### config.mk
export PLATFORM = sky130hd
export DESIGN_NAME = xfer_acct_top
export DESIGN_NICKNAME = d
export VERILOG_FILES = /design/src/rtl/xfer_acct_pkg.sv /design/src/rtl/xfer_credit_cnt.sv /design/src/rtl/xfer_byte_total.sv /design/src/rtl/xfer_reg_read.sv /design/src/rtl/xfer_acct_top.sv
export SDC_FILE = /design/constraint.sdc
export NUM_CORES = 1
export LEC_CHECK = 0
export BUFFER_PORTS_ARGS = -buffer_cell sky130_fd_sc_hd__buf_2
export CORE_ASPECT_RATIO = 0.9
export CORE_UTILIZATION = 45
export DETAILED_ROUTE_END_ITERATION = 7
export GPL_ROUTABILITY_DRIVEN = 0
export PLACE_DENSITY = 0.73
export SYNTH_ARGS = -nofsm -noshare
export SYNTH_HDL_FRONTEND = slang
export SYNTH_SLANG_ARGS = --single-unit
### constraint.sdc
create_clock -name clk -period 2.7 [get_ports clk]
set_clock_uncertainty 0.15 [all_clocks]
set_input_delay 0.54 -clock clk [delete_from_list [all_inputs] [get_ports clk]]
set_output_delay 0.54 -clock clk [all_outputs]
set_load 0.01 [all_outputs]
### src/rtl/xfer_acct_pkg.sv
package xfer_acct_pkg;
  // Register offsets decoded by the host; the byte offsets are part of the link contract.
  localparam int unsigned CREDIT_OFS = 32'h044;
  localparam int unsigned TOTAL_OFS  = 32'h060;
  localparam int unsigned WORD_W     = 32;
endpackage

### src/rtl/xfer_credit_cnt.sv
module xfer_credit_cnt #(
  parameter int CREDIT_W = 12
) (
  input  logic                clk,
  input  logic                rst,
  input  logic                inc,
  output logic [CREDIT_W-1:0] count
);
  always_ff @(posedge clk) begin
    if (rst)      count <= '0;
    else if (inc) count <= count + 1'b1;
  end

  assert_reset_R1: assert property (@(posedge clk) rst |=> count == '0);
  assert_inc_R2: assert property (@(posedge clk) disable iff (rst)
    inc |=> count == CREDIT_W'($past(count) + 1'b1));
  assert_hold_R2: assert property (@(posedge clk) disable iff (rst)
    !inc |=> $stable(count));
endmodule

### src/rtl/xfer_byte_total.sv
module xfer_byte_total #(
  parameter int LEN_W   = 16,
  parameter int TOTAL_W = 32
) (
  input  logic               clk,
  input  logic               rst,
  input  logic               add,
  input  logic [LEN_W-1:0]   len,
  output logic [TOTAL_W-1:0] total
);
  localparam int PAD_W = TOTAL_W - LEN_W;

  logic [TOTAL_W-1:0] len_ext;
  assign len_ext = {{PAD_W{1'b0}}, len};

  always_ff @(posedge clk) begin
    if (rst)      total <= '0;
    else if (add) total <= total + len_ext;
  end

  assert_reset_R1: assert property (@(posedge clk) rst |=> total == '0);
  assert_add_R4: assert property (@(posedge clk) disable iff (rst)
    add |=> total == TOTAL_W'($past(total) + {{PAD_W{1'b0}}, $past(len)}));
  assert_hold_R4: assert property (@(posedge clk) disable iff (rst)
    !add |=> $stable(total));
endmodule

### src/rtl/xfer_reg_read.sv
module xfer_reg_read
  import xfer_acct_pkg::*;
#(
  parameter int ADDR_W     = 12,
  parameter int CREDIT_W   = 12,
  parameter int CREDIT_LSB = 16
) (
  input  logic                clk,
  input  logic                rst,
  input  logic                rd_en,
  input  logic [ADDR_W-1:0]   rd_addr,
  input  logic [CREDIT_W-1:0] credit,
  input  logic [WORD_W-1:0]   total,
  output logic [WORD_W-1:0]   rd_data,
  output logic                rd_valid
);
  logic [WORD_W-1:0] credit_word;
  logic [WORD_W-1:0] sel_word;
  logic              hit_credit;
  logic              hit_total;

  always_comb begin
    credit_word = '0;
    credit_word[CREDIT_LSB +: CREDIT_W] = credit;
  end

  assign hit_credit = (int'(rd_addr) == CREDIT_OFS);
  assign hit_total  = (int'(rd_addr) == TOTAL_OFS);

  always_comb begin
    if (hit_credit)     sel_word = credit_word;
    else if (hit_total) sel_word = total;
    else                sel_word = '0;
  end

  always_ff @(posedge clk) begin
    if (rst) begin
      rd_data  <= '0;
      rd_valid <= 1'b0;
    end else begin
      rd_valid <= rd_en;
      if (rd_en) rd_data <= sel_word;
    end
  end

  assert_valid_R6: assert property (@(posedge clk) disable iff (rst)
    rd_en |=> rd_valid);
  assert_held_R6: assert property (@(posedge clk) disable iff (rst)
    !rd_en |=> $stable(rd_data));
  assert_total_R4: assert property (@(posedge clk) disable iff (rst)
    rd_en && hit_total |=> rd_data == $past(total));
  assert_unmapped_R7: assert property (@(posedge clk) disable iff (rst)
    rd_en && !hit_credit && !hit_total |=> rd_data == '0);
endmodule

### src/rtl/xfer_acct_top.sv
module xfer_acct_top
  import xfer_acct_pkg::*;
#(
  parameter int ADDR_W     = 12,
  parameter int CREDIT_W   = 12,
  parameter int CREDIT_LSB = 16,
  parameter int LEN_W      = 16
) (
  input  logic              clk,
  input  logic              rst,
  input  logic              buf_loaded,
  input  logic              bytes_queued,
  input  logic [LEN_W-1:0]  queue_len,
  input  logic              rd_en,
  input  logic [ADDR_W-1:0] rd_addr,
  output logic [31:0]       rd_data,
  output logic              rd_valid
);
  logic [CREDIT_W-1:0] credit;
  logic [WORD_W-1:0]   total;

  xfer_credit_cnt #(.CREDIT_W(CREDIT_W)) i_credit (
    .clk(clk), .rst(rst), .inc(buf_loaded), .count(credit)
  );

  xfer_byte_total #(.LEN_W(LEN_W), .TOTAL_W(WORD_W)) i_total (
    .clk(clk), .rst(rst), .add(bytes_queued), .len(queue_len), .total(total)
  );

  xfer_reg_read #(.ADDR_W(ADDR_W), .CREDIT_W(CREDIT_W), .CREDIT_LSB(CREDIT_LSB)) i_read (
    .clk(clk), .rst(rst), .rd_en(rd_en), .rd_addr(rd_addr),
    .credit(credit), .total(total), .rd_data(rd_data), .rd_valid(rd_valid)
  );

  // both increments in one cycle land together.
  assert_both_R8: assert property (@(posedge clk) disable iff (rst)
    buf_loaded && bytes_queued |=> !$stable(credit) && (total == WORD_W'($past(total) + $past(queue_len))));
endmodule

; ---- Yosys cells after proc, flatten, opt, wreduce, memory -nomap -nowiden
; Index checks and enable logic that the tools add are counted.
[totals]
word_cells = 10
register_bits = 77
out_inout_bits = 33
in_bits = 33
[op_classes]
eq_ne = 2
muxes = 2
add_sub_neg = 2
[op_table]
columns = cell, count
row1 = 32-bit two-way mux, 2
row2 = 32-bit by 16-bit adder with 32-bit output, 1
row3 = "12-bit by 7-bit == test with 1-bit output, second input constant", 2
row4 = "12-bit by 1-bit adder with 12-bit output, second input constant", 1

; ---- Logic depth before layout (Yosys ltp)
[depth]
depth_word = 3
depth_mapped = 8

; ---- By module
; From an unflattened synthesis, not the netlist that was laid out.
[hier_totals]
hier_cells = 442
hier_area_um2 = 4087.7
[by_module_without_submodules]
columns = module, cells_each, area_each_um2, instances
row1 = xfer_byte_total, 274, 2283.4, 1
row2 = xfer_reg_read, 110, 1273.7, 1
row3 = xfer_credit_cnt, 58, 530.5, 1

; ---- Least setup slack after synthesis
; Ideal clock, no wire load.
[synth_path]
path_kind = input port to flip-flop
from = in queue_len[0]
to = reg i_total.total[22]
slack_ps = -124
cell_stages = 8
t_required_ps = 2429
n_path_buf = 0
arrival_time_ps = 2553
setup_ps = 121
cell_sequence = ha_1 -> fa_1 -> a211oi_1 -> o31ai_4 -> a211oi_2 -> a211o_1 -> nor3_1 -> mux2_2
[synth_via]
elab_chain_len = 1
[synth_lines]
columns = element, line
row1 = "start, declared", xfer_acct_top.sv:13  ; input logic [LEN_W-1:0] queue_len,
row2 = 32-bit by 16-bit adder with 32-bit output, xfer_byte_total.sv:18  ; else if (add) total <= total + len_ext;
row3 = "end signal, assigned", xfer_byte_total.sv:18
row4 = "end, declared", xfer_byte_total.sv:9  ; output logic [TOTAL_W-1:0] total
; Every way passes these cells.
; A chain may end at the register's enable or synchronous reset.

; ---- Worst setup path after layout
[layout_path]
from = reg i_total.total[19]
to = reg i_total.total[31]
[layout_via]
elab_chain_len = 1
[layout_lines]
columns = element, line
row1 = 32-bit by 16-bit adder with 32-bit output, xfer_byte_total.sv:18
; Every way passes these cells.

==> metrics.txt <==
Seq pwr share 0.438; vias in the first global route 3384; hold endpoint i_read.rd_data[2]; first-pass GRT wire length 16.2 mm; PortBufs between 60 and 70; Crit Path Category reg -> reg; worst setup path start i_total.total[19]; clock latency on the worst-skew pair 0.35 ns; critical path required time 2.79 ns; ys async rst share 0; number of antenna diodes 0; syn avg cell area 8.38 um^2; MaxCap Viol Count 0; total CTS buffers 9; grt total ovfl 0; Post-synth EDFFs 0; Die Width 102 um; CP Max Fanout 6; internal power 2010 uW; min-delay worst type reg -> reg; CTS HTree Levels 3; WL/cell 14.6 um; Synth Register Bits 77; Via density 5.46; Post-CTS Resized 0; arrival time at the worst endpoint 2.61 ns; GRT Resource Usage Total 0.221; die area just over 9000 um^2; Max Fclk 0.396 GHz; antenna viol nets, final 0; fin crit share 0.936; drt total wl approximately 10 mm; max-slew violations 0; hold path cells 2; R2R cell count 6; status finished clean; final std cells w/o fill between 600 and 700; Reg2Reg Setup Slack 0.17 ns; Psw 830 uW; # IOs 66; fill cell count roughly 780; DP Wirelength 7.65 mm; post-synthesis sequential area ratio 0.382; CP endpoint kind flip-flop; drt drc 0; via count 3754; final core utilization 0.567; Hold Path Origin i_read.rd_data[2]; commonest cells after routing, fill and taps aside dfxtp_1 (77), buf_2 (65), nor2_1 (60); RSZ-0062 raised after global routing false; most common cell after layout, fill and taps aside dfxtp_1; Comb pwr share 0.234; fin crit period 2.53 ns; CTS max path bufs 2; Sink Count 77; Clk pwr share 0.329; total negative slack 0 ns; Syn Std Cell Area roughly 4000 um^2; Critical R2R Launch i_total.total[19]; P&R area growth vs syn 21.6%; PwrDens 579 nW/um^2; Starting DRT DRC Count 212; final setup fails 0; number of nets in the layout ~600; Worst-Margin Slew 0.637 ns; # Post-CTS Setup Buffers 0; leakage power a little under 0.002 uW; WHS 0.317 ns; Final Hold Viols 0; pin count of the biggest net entering global routing 44; Yosys warnings 0; switching fraction of total power 0.292; die height 91.8 um; Synth cell types 53; r2r endpoint i_total.total[31]; cell count after synthesis 481; placed insts 672; Peak VDD IR 0.258 mV; TritonCTS clock tree yes; CTS Root Buffer Type clkbuf_8; Reg clk slew, reported paths 0.08 ns; syn nets about 530; hold-fix buffers at CTS 0; initial antenna violation count 0; Worst slew margin 0.575; Initial Utilization 0.466; crit start category flip-flop; layout cell share with drive strength beyond 1 0.232; standard-cell rows 32; Synth Flop Type dfxtp_1; Placeable Area 8650 um^2; drt first pass iters 4
## how the worst max path moves through the flow
stage	endpoint	slack, ns	cells past startpoint
6_report	i_total.total[31]	0.17	6
5_1_grt	i_total.total[31]	0.01	6
4_1_cts	i_total.total[31]	0.19	6
3_5_place_dp	i_total.total[12]	-0.09	9
3_3_place_gp	i_total.total[12]	-0.02	9
2_1_floorplan	i_total.total[22]	0.02	8
## worst max-delay path, cell delays in order (launching register included)
cell	delay, ns
dfxtp_1	0.46
nand4_2	0.18
nor3_2	0.30
nand4_1	0.25
or3_1	0.45
nor4_2	0.27
mux2_2	0.35
## cells by family (layout without fill, tap and decap cells)
kind of cell               after synthesis  count (layout)  share of synthesized area
muxes                                   11              11                     0.0292
xor gates and xnor gates                25              25                     0.0543
buffers and inverters                   37             125                     0.0369
DFF                                     77              77                      0.382
and+or+nand+nor                        193             193                      0.242
AOI/OAI and AO/OA                      120             120                      0.198
adders and majority gates               18              18                     0.0577
## metrics by stage
stage / power, uW / area [um^2] / setup WS, ns
5_1_grt: 2970 / 4900 / 0.0103
2_1_floorplan: 1680 / 4040 / 0.0213
6_report: 2840 / 4900 / 0.173
3_5_place_dp: 1920 / 4690 / -0.0936
4_1_cts: 2840 / 4900 / 0.195
3_3_place_gp: 1910 / 4690 / -0.0188
## cells in the mapped netlist (all sizes together), types with 2 or more instances
cell type  instances  area [um^2]
a31oi              3         18.8
o21ai             10         50.1
nor3               7         40.0
clkbuf            19         72.6
nand4b             2         17.5
nor3b              3         33.8
nor4               3         25.0
o311ai             3         26.3
a211o              4         35.0
a22oi             12         90.1
nor2              60          225
o22ai              6         43.8
inv                8         30.0
or4                4         30.0
xor2              11         96.3
nand2b            20          125
mux2i              5         50.1
buf               10         46.3
o31ai              3         36.3
nor2b              7         43.8
or3                5         31.3
a21o               4         30.0
ha                17          213
dfxtp             77         1540
nand2             31          116
nand4              7         50.1
mux2               6         67.6
or2                2         12.5
xnor2             14          123
nand3             35          175
o211ai             3         22.5
and3               5         31.3
a211oi            22          170
o41ai              2         17.5
a21oi             43          215
## layout make-up
| type | count | area, um^2 | area share |
|---|---|---|---|
| timing repair buffer | 101 | 621 | 0.127 |
| inverter | 8 | 30.0 | 0.00613 |
| tap | 119 | 149 | 0.0304 |
| multi-input combinational | 367 | 2350 | 0.480 |
| sequential | 77 | 1540 | 0.314 |
| clock buffer | 12 | 135 | 0.0276 |
| clock inverter | 4 | 72.6 | 0.0148 |
## power groups by stage
stage	logic, uW	registers (uW)	clock network [uW]
final	663	1240	933
after global routing	731	1250	996
after CTS	659	1240	945
after detailed placement	655	1270	0
after global placement	640	1270	0
after floorplan	429	1250	0
## sequential cells by signal, summed over array words and instances (netlist names)
name             cells
i_credit.count      12
i_read.rd_data      32
i_read.rd_valid      1
i_total.total       32
## per-layer routing
metal  GRT usage  wire length [um]
met5           0                 0
met4      0.0616               127
met3      0.0419               557
met2       0.325              4210
met1       0.323              5140
Note: power is estimated with default switching activity, not from simulation.
